## src/rtl/arm_seq_pkg.sv

```systemverilog
package arm_seq_pkg;

  localparam int NUM_STATES = 6;
  localparam int NUM_PHASES = 3;
  localparam int IDX_W      = $clog2(NUM_STATES);

  typedef logic [IDX_W-1:0] stateIdx_t;

  typedef struct packed {
    logic [NUM_PHASES-1:0] upper;
    logic [NUM_PHASES-1:0] lower;
  } armPattern_t;

  typedef struct packed {
    logic capture;     // qualified tick: take a new state
    logic switchLoad;  // state boundary: reload director-switch word
    logic clear;       // synchronizer not valid: drop everything
  } seqCtrl_t;

  // Conduction pattern per state; overlap phase rotates A, C, B.
  function automatic armPattern_t patternFor(stateIdx_t idx);
    armPattern_t p;
    case (idx)
      3'd0:    begin p.upper = 3'b101; p.lower = 3'b011; end
      3'd1:    begin p.upper = 3'b101; p.lower = 3'b110; end
      3'd2:    begin p.upper = 3'b011; p.lower = 3'b110; end
      3'd3:    begin p.upper = 3'b011; p.lower = 3'b101; end
      3'd4:    begin p.upper = 3'b110; p.lower = 3'b101; end
      3'd5:    begin p.upper = 3'b110; p.lower = 3'b011; end
      default: begin p.upper = 3'b000; p.lower = 3'b000; end
    endcase
    return p;
  endfunction

endpackage

```

## src/rtl/arm_seq_decode.sv

```systemverilog
module arm_seq_decode
  import arm_seq_pkg::*;
#(
  parameter int ANGLE_W = 16
) (
  input  logic [ANGLE_W-1:0] angle,
  output stateIdx_t          idx
);

  localparam longint FULL_L   = longint'(1) << ANGLE_W;
  localparam longint OFFSET_L = FULL_L / (2 * NUM_STATES);
  localparam logic [ANGLE_W-1:0] OFFSET = OFFSET_L[ANGLE_W-1:0];

  function automatic logic [ANGLE_W:0] threshold(int k);
    longint v;
    v = (longint'(k) * FULL_L + longint'(NUM_STATES - 1)) / longint'(NUM_STATES);
    return v[ANGLE_W:0];
  endfunction

  logic [ANGLE_W-1:0]    shifted;
  logic [NUM_STATES-1:1] geBits;

  assign shifted = angle + OFFSET;

  genvar k;
  generate
    for (k = 1; k < NUM_STATES; k++) begin : g_cmp
      assign geBits[k] = ({1'b0, shifted} >= threshold(k));
    end
  endgenerate

  always_comb begin
    idx = '0;
    for (int j = 1; j < NUM_STATES; j++) begin
      idx = idx + stateIdx_t'(geBits[j]);
    end
  end

endmodule

```

## src/rtl/arm_seq_ctrl.sv

```systemverilog
module arm_seq_ctrl
  import arm_seq_pkg::*;
(
  input  logic      clk,
  input  logic      rstN,
  input  logic      tick,
  input  logic      syncValid,
  input  stateIdx_t decIdx,
  input  stateIdx_t heldIdx,
  output seqCtrl_t  ctrl,
  output logic      strobeOut
);

  logic haveState;

  always_comb begin
    ctrl.clear      = !syncValid;
    ctrl.capture    = syncValid && tick;
    ctrl.switchLoad = ctrl.capture && (!haveState || (decIdx != heldIdx));
  end

  always_ff @(posedge clk) begin
    if (!rstN) begin
      haveState <= 1'b0;
      strobeOut <= 1'b0;
    end else begin
      strobeOut <= ctrl.switchLoad;
      if (ctrl.clear)        haveState <= 1'b0;
      else if (ctrl.capture) haveState <= 1'b1;
    end
  end

endmodule

```

## src/rtl/arm_seq_datapath.sv

```systemverilog
module arm_seq_datapath
  import arm_seq_pkg::*;
#(
  parameter int ANGLE_W = 16
) (
  input  logic                  clk,
  input  logic                  rstN,
  input  logic [ANGLE_W-1:0]    angle,
  input  seqCtrl_t              ctrl,
  output stateIdx_t             decIdx,
  output stateIdx_t             heldIdx,
  output logic [NUM_PHASES-1:0] upperEn,
  output logic [NUM_PHASES-1:0] lowerEn,
  output logic [NUM_PHASES-1:0] overlap,
  output logic [2*NUM_PHASES-1:0] switchWord
);

  armPattern_t nextPat;

  arm_seq_decode #(.ANGLE_W(ANGLE_W)) i_decode (
    .angle (angle),
    .idx   (decIdx)
  );

  assign nextPat = patternFor(decIdx);

  always_ff @(posedge clk) begin
    if (!rstN || ctrl.clear) begin
      heldIdx    <= '0;
      upperEn    <= '0;
      lowerEn    <= '0;
      switchWord <= '0;
    end else begin
      if (ctrl.capture) begin
        heldIdx <= decIdx;
        upperEn <= nextPat.upper;
        lowerEn <= nextPat.lower;
      end
      if (ctrl.switchLoad) begin
        switchWord <= {nextPat.lower, nextPat.upper};
      end
    end
  end

  genvar p;
  generate
    for (p = 0; p < NUM_PHASES; p++) begin : g_ovl
      assign overlap[p] = upperEn[p] & lowerEn[p];
    end
  endgenerate

endmodule

```

## src/rtl/arm_sequencer.sv

```systemverilog
module arm_sequencer
  import arm_seq_pkg::*;
#(
  parameter int ANGLE_W = 16
) (
  input  logic               clk,
  input  logic               rstN,
  input  logic               tick,
  input  logic               syncValid,
  input  logic [ANGLE_W-1:0] phaseAngle,
  output logic [2:0]         stateIdx,
  output logic [2:0]         armUpper,
  output logic [2:0]         armLower,
  output logic [2:0]         overlapPhase,
  output logic [5:0]         switchCmd,
  output logic               boundaryStrobe
);

  seqCtrl_t  ctrl;
  stateIdx_t decIdx;
  stateIdx_t heldIdx;

  arm_seq_ctrl i_ctrl (
    .clk       (clk),
    .rstN      (rstN),
    .tick      (tick),
    .syncValid (syncValid),
    .decIdx    (decIdx),
    .heldIdx   (heldIdx),
    .ctrl      (ctrl),
    .strobeOut (boundaryStrobe)
  );

  arm_seq_datapath #(.ANGLE_W(ANGLE_W)) i_dp (
    .clk        (clk),
    .rstN       (rstN),
    .angle      (phaseAngle),
    .ctrl       (ctrl),
    .decIdx     (decIdx),
    .heldIdx    (heldIdx),
    .upperEn    (armUpper),
    .lowerEn    (armLower),
    .overlap    (overlapPhase),
    .switchWord (switchCmd)
  );

  assign stateIdx = heldIdx;

endmodule

```

## config.mk

```make
export PLATFORM = sky130hd
export DESIGN_NAME = arm_sequencer
export DESIGN_NICKNAME = d
export VERILOG_FILES = /design/src/rtl/arm_seq_pkg.sv /design/src/rtl/arm_seq_decode.sv /design/src/rtl/arm_seq_ctrl.sv /design/src/rtl/arm_seq_datapath.sv /design/src/rtl/arm_sequencer.sv
export SDC_FILE = /design/constraint.sdc
export NUM_CORES = 1
export LEC_CHECK = 0
export ABC_CLOCK_PERIOD_IN_PS = 10410
export BUFFER_PORTS_ARGS = -buffer_cell sky130_fd_sc_hd__buf_2
export CAP_MARGIN = 25
export CORE_MARGIN = 4
export CORE_UTILIZATION = 58
export DETAILED_ROUTE_END_ITERATION = 7
export HOLD_SLACK_MARGIN = 0.03
export PLACE_DENSITY = 0.86
export REMOVE_ABC_BUFFERS = 1
export SYNTH_ARGS = -nofsm -noshare
export SYNTH_HDL_FRONTEND = slang
export SYNTH_HIERARCHICAL = 1
export SYNTH_SLANG_ARGS = --single-unit
```

## constraint.sdc

```tcl
create_clock -name clk -period 10.41 [get_ports clk]
set_input_delay 1.5615 -clock clk [delete_from_list [all_inputs] [get_ports clk]]
set_output_delay 1.5615 -clock clk [all_outputs]
set_load 0.1 [all_outputs]
```

Yosys cells after proc, flatten, opt, wreduce, memory -nomap -nowiden. Cells that the tools add are included.

Register bits after elaboration: 17. Input bits: 20. Output and inout port bits: 19. Word-level logic and storage cells: 35.

Add/sub/neg operators: 5. $lt $le $gt $ge: 5. Eq/ne operators: 6. Muxes and demuxes: 1. Bitwise logic cells: 3. Reductions and logical operators: 9.

Operators by type and width (count): greater-or-equal comparator 16 bit (second input constant) (3); case mux 6 bit (6 select lines) (1); adder 16 x 13 -> 16 bit (second input constant) (1); greater-or-equal comparator 16 x 14 -> 1 bit (second input constant) (1); greater-or-equal comparator 16 x 15 -> 1 bit (second input constant) (1); adder 3 x 1 -> 3 bit (2); equality test 3 x 2 -> 1 bit (second input constant) (2); equality test 3 bit (second input constant) (2); adder 2 x 1 -> 3 bit (1); AND 1 bit (3); equality test 3 x 1 -> 1 bit (second input constant) (1); zero test 1 bit (3); zero test 3 bit (1); != test 3 bit (1); adder 1 x 1 -> 2 bit (1); logical AND 1 bit (2); logical OR 1 bit (2); AND reduction 2 bit (1).

Depth between registers and ports, before layout. Gate-level depths: netlist of the first run.

Depth in word-level cells: 9. Mapped depth: 19. Mapped depth without buffers: 18.

Hierarchy. The synthesis of the first run kept the hierarchy.

Modules (own cells, without submodules): arm_seq_decode (instances 1, cells each 114, area each 784.5 um^2, seq. area each 0.0 um^2); arm_seq_datapath (instances 1, cells each 72, area each 709.4 um^2, seq. area each 300.3 um^2); arm_seq_ctrl (instances 1, cells each 11, area each 110.1 um^2, seq. area each 40.0 um^2).

Worst setup path before layout of the first run. Ideal clock, no wire load.

Path type: input port to flip-flop. From: input port phaseAngle[0]. To: register i_dp.switchWord[3]. Library setup time: 0.070 ns. Data arrival time: 5.444 ns. Required time: 10.340 ns. Slack: 4.896 ns. Stages on the path: 18. Path buffers: 2. Cells stage by stage: ha_1 > buf_2 > o211ai_2 > a211oi_1 > a221o_1 > a221oi_1 > a21oi_1 > o21ai_1 > nor2_1 > fa_1 > inv_1 > fa_1 > ha_1 > xnor2_1 > a41oi_2 > buf_2 > or4b_1 > a21oi_1.

RTL lines: from (decl) (line arm_sequencer.sv:10) `input logic [ANGLE_W-1:0] phaseAngle,`; to (signal assigned) (line arm_seq_datapath.sv:40) `switchWord <= {nextPat.lower, nextPat.upper};`; to (decl) (line arm_seq_datapath.sv:15) `output logic [2*NUM_PHASES-1:0] switchWord`.

==> results of run 1 <==
==> registers in the layout, summed over array words and instances, names as in the netlist <==
signal and count:
i_ctrl/haveState 1, i_ctrl/strobeOut 1, i_dp/switchWord 6, i_dp/lowerEn 3
i_dp/heldIdx 3, i_dp/upperEn 3
==> power by group <==
group | switching [mW] | internal [mW]
Sequential | 0.00310 | 0.0707
Combinational | 0.116 | 0.0612
Clock | 0.0219 | 0.0144
Total | 0.141 | 0.146
==> per-layer routing <==
layer,GRT usage,vias up
li1,-,763
met2,0.3542,46
met1,0.2249,695
met3,0.02766,9
met5,0,-
met4,0.1053,0
==> cells in the final DEF, fill, tap and decap left out, types with 3 or more instances in the layout <==
master                     netlist  routed
sky130_fd_sc_hd__a21o_1          4       4
sky130_fd_sc_hd__a21oi_1        15      15
sky130_fd_sc_hd__a31oi_1         7       7
sky130_fd_sc_hd__and2_1          4       4
sky130_fd_sc_hd__buf_2           5      38
sky130_fd_sc_hd__clkbuf_4        0       3
sky130_fd_sc_hd__dfxtp_1        17      17
sky130_fd_sc_hd__ha_1            8       8
sky130_fd_sc_hd__inv_1          13      13
sky130_fd_sc_hd__mux2i_1        12      12
sky130_fd_sc_hd__nand2_1        11      11
sky130_fd_sc_hd__nand2b_1        3       3
sky130_fd_sc_hd__nand3_1         3       3
sky130_fd_sc_hd__nor2_1         21      21
sky130_fd_sc_hd__nor2b_1         6       6
sky130_fd_sc_hd__o21ai_0         4       4
sky130_fd_sc_hd__o21ai_1         5       5
sky130_fd_sc_hd__or4b_1          4       4
sky130_fd_sc_hd__xnor2_1        10      10
sky130_fd_sc_hd__xor2_1          4       4
==> final cells by class <==
cell class	instances	area, µm²
clock buffers	3	22.52
clock inverters	1	5.005
fillers	221	775.7
inverters	13	48.80
multi-input cells	156	1147
flip-flops and latches	17	340.3
well taps	30	37.54
repair buffers	38	190.2
==> worst paths after layout <==
check,to,slack [ns],cells past startpoint
worst max-delay path,i_dp/switchWord[3]$_SDFFE_PP0P_,4.62,17
worst min-delay path,i_dp/switchWord[2]$_SDFFE_PP0P_,0.50,2
worst min register to register,i_dp/switchWord[2]$_SDFFE_PP0P_,0.50,2
worst max register to register,i_dp/switchWord[3]$_SDFFE_PP0P_,8.65,4
==> worst max-delay path, stage by stage <==
cell	delay, ns
sky130_fd_sc_hd__buf_2	0.14
sky130_fd_sc_hd__ha_1	0.32
sky130_fd_sc_hd__o211ai_2	0.26
sky130_fd_sc_hd__a211oi_1	0.08
sky130_fd_sc_hd__a221o_1	0.26
sky130_fd_sc_hd__a221oi_1	0.22
sky130_fd_sc_hd__a21oi_1	0.11
sky130_fd_sc_hd__o21ai_1	0.18
sky130_fd_sc_hd__nor2_1	0.08
sky130_fd_sc_hd__fa_1	0.55
sky130_fd_sc_hd__inv_1	0.05
sky130_fd_sc_hd__fa_1	0.41
sky130_fd_sc_hd__ha_1	0.40
sky130_fd_sc_hd__xnor2_1	0.18
sky130_fd_sc_hd__a41oi_2	0.53
sky130_fd_sc_hd__or4b_1	0.50
sky130_fd_sc_hd__a21oi_1	0.16
==> cell families after synthesis <==
group           count (synthesis)  synth area share
flops                          17            0.2122
mux                            12           0.07489
simple gates                   63            0.2161
fa+ha+maj                      10           0.08737
buf+inv                        24           0.07254
compound gates                 57            0.2605
xor+xnor                       14           0.07644
==> results.md, run 1 <==
- The run finished with clean final reports.
- The cell row count is 18.
- The largest net degree at the start of global routing is 16.
- Including well taps, the total number of placed cells is 254.
- The number of global-route vias before repair is roughly 1300.
- The final-report setup violation count is 0.
- Across the run, the number of max-cap violations was 0.
- In this run the critical register-to-register path is launched from i_dp/heldIdx[0]$_SDFFE_PP0P_.
- The post-route worst setup slack is 4.624 ns.
- The number of DRC violations after detailed routing is 0.
- The total number of H-tree levels is 1.
- The post-placement worst setup slack is around 4.3 ns.
- Yosys printed 6 warnings.
- After synthesis the netlist holds a flip-flop and latch count of 17.
- Data on the critical path arrives at its endpoint at between 6 and 7 ns.
- The per-cell routed wire length is between 10 and 15 µm.
- Clock-pin slew was measured on the worst setup and hold paths at 0.10 ns.
- Counting flops with an async set or reset pin after synthesis yields a share of 0.
- The detailed router finished its first iteration with 57 violations.
- TritonCTS built the clock tree.
- Yosys mapped a number of flops with a built-in enable equal to 0.
- The launch instance of the worst min-delay path is i_dp/switchWord[2]$_SDFFE_PP0P_.
- By area the synthesized netlist is led by sky130_fd_sc_hd__dfxtp_1, sky130_fd_sc_hd__mux2i_1, sky130_fd_sc_hd__ha_1.
- After the last flow step, the layout net total stands at approximately 260.
- The worst pin sits at a relative slew slack of 0.5967.
- The length of routed met2 wiring is 1734 µm.
- For this configuration, the core starts out at a cell density of 0.6248.
- The setup path with the least slack is of type primary input to flop.
- In this run the vertical extent of the chip is 60.59 µm.
- The count of cells in the finished layout, fillers not included, comes to 258.
- The floorplan step defined a die boundary enclosing between 0.003 and 0.004 mm².
- The number of clock buffers inserted by TritonCTS is 3.
- Clock tree synthesis found a total of 17 sinks.
- The floorplan core area is 0.002567 mm².
- The post-place instance area is 0.001764 mm².
- At the pin with the least slew margin, the transition time is just over 0.6 ns.
- The number of pins with negative max-slew slack in the final report came to 0.
- Based on the critical path, the design can be clocked at up to 0.1728 GHz.
- After routing the design area is 0.001792 mm².
- Compared with the post-synthesis result, the final layout area differs by 11.70%.
- The critical path starts at phaseAngle[0].
- For the final database, setup skew stands at 0.002834 ns.
- The clock insertion delay at the later pin of the skew report is 0.30 ns.
- After synthesis, the netlist uses 50 different library cells.
- In this run the deepest clock path goes through 2 buffers.
- The count of hold-fix buffers inserted at cts is 0.
- The areal power density over the cells is 160.3 mW/mm².
- In the finished design, the share of the clock period the worst path needs comes to 0.5558.
- The part of the Yosys area used for sequential elements is 0.2122.
- The count of inserted antenna diode cells is 0.
- The post-detailed-route count of antenna-violating nets is 0.
- The tightest hold path in the finished design has a slack of ~0.50 ns.
- The most repeated cell in the gate-level netlist after synthesis is sky130_fd_sc_hd__nor2_1.
- The pre-antenna-repair detailed-routing pass consisted of 4 iterations.
- The number of hold violations in the final report is 0.
- The cell leakage power is 0.8102 nW.
- The post-synthesis instance total is 197.
- For this run, the leading register cell type out of synthesis is sky130_fd_sc_hd__dfxtp_1.
- VDD sags by at most 120.5 µV.
- The type of the most critical hold path is flop to flop.
- The completed layout was analyzed and its total power is 0.2872 mW.
- The area fraction of the dominant cell type after synthesis is 0.2122.
- The mean number of vias per cell is 5.864.
- The number of antenna violations at the first check in global routing is 0.
- The I/O pin count is 39.
- The detailed placement HPWL is between 2000 and 3000 µm.
- The clock period minus worst slack is 5.786 ns.
- Once layout is complete, the utilization of the core stands at 0.6979.
- The critical path startpoint category is a primary input.
- Buffers placed on the I/O ports in this run total 38.
- The total via count after detailed routing is 1513.
- The final RePlAce weighted congestion is 0.9638.
- The first global-routing pass estimated 5540 µm of wire.
- The commonest cells after synthesis are sky130_fd_sc_hd__nor2_1, sky130_fd_sc_hd__dfxtp_1, sky130_fd_sc_hd__a21oi_1.
- For this run, the total global-route usage over all layers was measured as 0.1977.
- Summed over all nets, wire length on met3 after detailed routing comes to between 150 and 200 µm.
- Summed over all layers, the global routing overflow is 0.
- The required arrival time at the worst endpoint is 10.63 ns.
- The post-CTS resize count is 0.
- Clock tree synthesis selected as its root buffer the cell sky130_fd_sc_hd__clkbuf_4.
- For this block, wires on met1 add up to 1324 µm.
- Buffers added to address setup during post-CTS repair amount to 0.
- The fraction of layout cells with a size suffix above 1 is 0.2368.
- The highest metal layer with signal wires is met4.
- The routed wire length is 3352 µm.
- In this run the cell area of the synthesized design comes to ~0.0016 mm².
- A synthesized cell averages roughly 8.1 µm².
- Setup repair after global routing left no endpoint under its margin.
- Of all nets on the critical path, the largest fanout is 11.
- The dominant cell type by area after synthesis is sky130_fd_sc_hd__dfxtp_1.
- For the final routed database, the setup TNS stands at 0 ns.
- The worst setup path is captured at a flop.
- The horizontal extent of the die is 60.59 µm.
Power figures use the tool's default switching activity.
==> run 2: changes to the inputs <==
Settings changed: ABC_AREA set to 1, ABC_CLOCK_PERIOD_IN_PS 10410 to 4900, CORE_UTILIZATION 58 to 50, PLACE_DENSITY 0.86 to 0.77.
Clock period 10.41 ns to 4.9 ns, I/O delays scaled along.
==> run 2 against run 1 <==
Net effect:
- non-clock buffer count unchanged
- clock skew increased by 0.0033 ns
- flip-flop and latch count unchanged
- critical path depth increased by 10
- sequential power increased by 100%
- wire length increased by 32%
- clock power increased to 2.8 times the previous value
- clock-buffer cell count unchanged
- via count increased by 40%
- global-route usage decreased by 1.6 points
- utilization decreased by 11 points
- critical path type unchanged
- largest power group unchanged
==> results.md, run 2 <==
- The part of the Yosys area used for sequential elements is 0.1794.
- In this run the static leakage power is 1.238 nW.
- The register with the most flip-flops in the layout has 6 of them.
- Counting I/O delays and the setup requirement, the final critical path takes 4.383 ns.
- The busiest layer in global routing is met2.
- Across the routed clock network, the largest skew measured is 0.006117 ns.
- The post-synthesis instance total is 345.
- The launch instance of the worst min-delay path is i_dp/switchWord[1]$_SDFFE_PP0P_.
- The remaining max-slew budget at the tightest pin is 0.6780.
- Clock tree synthesis selected as its root buffer the cell sky130_fd_sc_hd__clkbuf_8.
- The number of enable-type register cells in the synthesized netlist is 0.
- The count of buffers added by post-CTS timing repair for setup is 0.
- Entering global routing, the biggest net connects 19 pins.
- For this run, design rule violations remaining after detail routing come to 0.
- The global routing usage on met3 is 0.02464.
- The die height is 69.59 µm.
- The critical path startpoint category is a primary input.
- In the final design database the tool counted ~410 nets.
- Clock tree synthesis found a total of 17 sinks.
- Counting stages on the worst path, the most repeated cell is sky130_fd_sc_hd__nand2_1.
- Leaving out fill and tap cells, the most frequent cells in the layout are sky130_fd_sc_hd__nand2_1, sky130_fd_sc_hd__inv_1, sky130_fd_sc_hd__nor2_1.
- The core region is 0.003661 mm².
- For this design the top-level I/O count stands at 39.
- The final layout contains routed wiring with a total length of 4410 µm.
- The flow ran to the end, and the final reports show no timing, DRC or antenna violations.
- The critical path startpoint is phaseAngle[0].
- The critical-path maximum fanout is 11.
- i_dp/switchWord holds more flip-flops than any other register.
- For this run, the total global-route usage over all layers was measured as 0.1815.
- sky130_fd_sc_hd__nand2_1 is the most common cell in the netlist.
- The area of the die is 0.004843 mm².
- The total of flip-flops plus latches after synthesis is 17.
- In this run, CTS created clock tree buffers numbering 3.
- Across all layers, the routed design uses approximately 2100 vias.
- STA classifies the critical path endpoint as a flop.
- The share of synthesized area in the top cell type comes to 0.2197.
- The count of synthesis-stage warnings from yosys is 6.
- The synthesized design spends more area on one cell type than any other, namely sky130_fd_sc_hd__nand2_1.
- Leaving out fill and tap cells, the most frequent cell in the layout is sky130_fd_sc_hd__nand2_1.
- The wire length of the first global-routing pass is 7445 µm.
- By count the netlist is led by sky130_fd_sc_hd__nand2_1, sky130_fd_sc_hd__inv_1, sky130_fd_sc_hd__nor2_1.
- The source of the worst register-to-register timing path is i_dp/heldIdx[0]$_SDFFE_PP0P_.
- Relative to the synthesized area, the layout overhead comes to 13.39%.
- Setup repair after global routing left no endpoint under its margin.
- The post-synthesis average cell area is 5.498 µm².
- The slowest stage of the critical path is the sky130_fd_sc_hd__fa_1 cell.
- The cell row count is 22.
- Fill cells in the final layout number 380.
- The share of synthesized flip-flops with an asynchronous set or reset is 0.
- The repair_antennas step left the layout with diodes totalling 0.
- Dividing total power by cell area gives a power density of 252.3 mW/mm².
- Clock latency on the worst-skew pair, taken at its later pin, is approximately 0.25 ns.
- The count of hold-fix buffers inserted at cts is 0.
- The post-synthesis cell type count is 25.
- The met2 track demand over resource in global routing is 0.3104.
- In the final layout, the share of cells above drive strength 1 is 0.2094.
- For this run, global-route usage on met1 was measured as 0.2348.
- By area the synthesized netlist is led by sky130_fd_sc_hd__nand2_1, sky130_fd_sc_hd__dfxtp_1, sky130_fd_sc_hd__nand3_1.
- At the worst endpoint, the arrival time is approximately 4.5 ns.
- At the worst endpoint, the required time is ~5.0 ns.
- After routing the design area is around 0.0022 mm².
- Across the VDD grid, the largest voltage drop is around 130 µV.
- The number of hold violations in the final report was 0.
- Dividing the final minimum period by the clock period gives 0.8946.
- The type of the most critical hold path is flop to flop.
- The total iterations of the first detailed-routing run is 4.
- For this run the aggregate overflow at the end of global routing stands at 0.
- The number of antenna violations at the first check in global routing is 0.
- The clock transition at the register clock pins on the worst setup and hold paths after CTS is approximately 0.060 ns.
- The number of global-route vias before repair is 1823.
- In this run the deepest clock path goes through 2 buffers.
- Summing every instance area after synthesis gives 0.001897 mm².
- For this run, the top clock speed supported by timing is about 0.23 GHz.
- The type of the worst setup path is primary input to flop.
- For this block, the initial DRC count from the detailed router was 130.
- TritonCTS built the clock tree.
- The post-place instance area is 0.002105 mm².
- Setup violations remaining at the end of the flow were counted as 0.
- Max-cap violations in this run came to 0.
- The setup TNS after final layout is 0 ns.
- The horizontal extent of the die is 69.59 µm.
- At the pin with the least slew margin, the transition time is about 0.5 ns.
- The most used flip-flop cell after synthesis is sky130_fd_sc_hd__dfxtp_1.
- After clock tree synthesis, the repair step resized 0 gates.
- Dividing the detail-routed via count by the number of cells gives slightly below 5.
- In this run the remaining antenna-violating nets after routing total 0.
- After legalization and detailed placement, the total HPWL measured 3734 µm.
- In this run the number of H-tree levels came out at 1.
- The number of pins with negative max-slew slack in the final report is 0.
- The largest stage delay on the critical path is 0.52 ns.
- Buffers placed on the I/O ports in this run total 38.
- After detailed routing, the average wire length per cell comes to 10.26 µm.
- The initial utilization of the core area, before any placement, comes to 0.5181.
- Routability-driven placement finished with a final weighted congestion of 0.9332.
-- run 2: cell count changes after synthesis, sizes merged, moves of 4 or more --
cell   previous run  this run
o21ai             9        18
and2              4         0
inv              13        54
nor2             21        50
nand2            11       125
a31oi             7         0
xnor2            10         0
or4b              4         0
nor2b             6         0
nand3             3        41
a21o              4         0
mux2i            12         0
-- run 2: metal layers --
layer  up-vias  share of wire  wire, µm
li1       1142              -         -
met1       911           0.47      2052
met2        54           0.47      2079
met3         4          0.052       230
met4         0          0.011        48
met5         -              0         0
-- run 2: cell type report --
class	count	area, µm²	area share
repair buffers	38	190.2	0.08842
inverters	55	207.7	0.09657
well taps	48	60.06	0.02792
multi-input cells	268	1306	0.6073
flip-flops and latches	17	340.3	0.1582
clock inverters	1	5.005	0.002327
clock buffers	3	41.29	0.01920
-- run 2: cells by family (layout without fill, tap and decap cells) --
group / Yosys count / count (layout) / share of synthesized area
adder cells (fa/ha/maj): 10 / 10 / 0.07388
XOR/XNOR: 1 / 1 / 0.004618
AND/OR/NAND/NOR: 219 / 219 / 0.5046
flip-flops: 17 / 17 / 0.1794
buffers and inverters: 60 / 97 / 0.1319
AO/OA/AOI/OAI: 38 / 38 / 0.1055
-- run 2: final timing paths --
path	endpoint	slack, ns	cells past startpoint
worst max-delay path	i_dp/switchWord[4]$_SDFFE_PP0P_	0.52	27
worst min-delay path	i_dp/switchWord[1]$_SDFFE_PP0P_	0.47	2
worst max register to register	i_dp/switchWord[4]$_SDFFE_PP0P_	3.52	11
worst min register to register	i_dp/switchWord[1]$_SDFFE_PP0P_	0.47	2
-- run 2: worst max-delay path, delay by kind of cell --
kind	cells	cell delay, ns
fa+ha+maj	4	1.58
simple gates	16	1.42
buf+inv	5	0.45
compound gates	2	0.33
-- run 2: report_power, final --
part,switching [mW],total (mW),internal [mW]
combinational,0.207,0.291,0.0837
sequential,0.00421,0.149,0.145
clock,0.0457,0.102,0.0564
total,0.257,0.543,0.285
-- run 2: metrics by stage --
| step | setup slack (ns) | utilization | hold WS (ns) | std cells | power, mW |
|---|---|---|---|---|---|
| 2_1_floorplan | 0.7155 | - | 0.4676 | 340 | 0.3820 |
| 3_3_place_gp | 0.3835 | 0.5748 | 0.4656 | 426 | 0.4392 |
| 3_5_place_dp | 0.3029 | 0.5748 | 0.4595 | 426 | 0.4428 |
| 4_1_cts | 0.5164 | 0.5875 | 0.4687 | 430 | 0.5465 |
| 5_1_grt | 0.02757 | 0.5875 | 0.5023 | 430 | 0.5908 |
| 6_report | 0.5167 | 0.5875 | 0.4661 | 430 | 0.5425 |
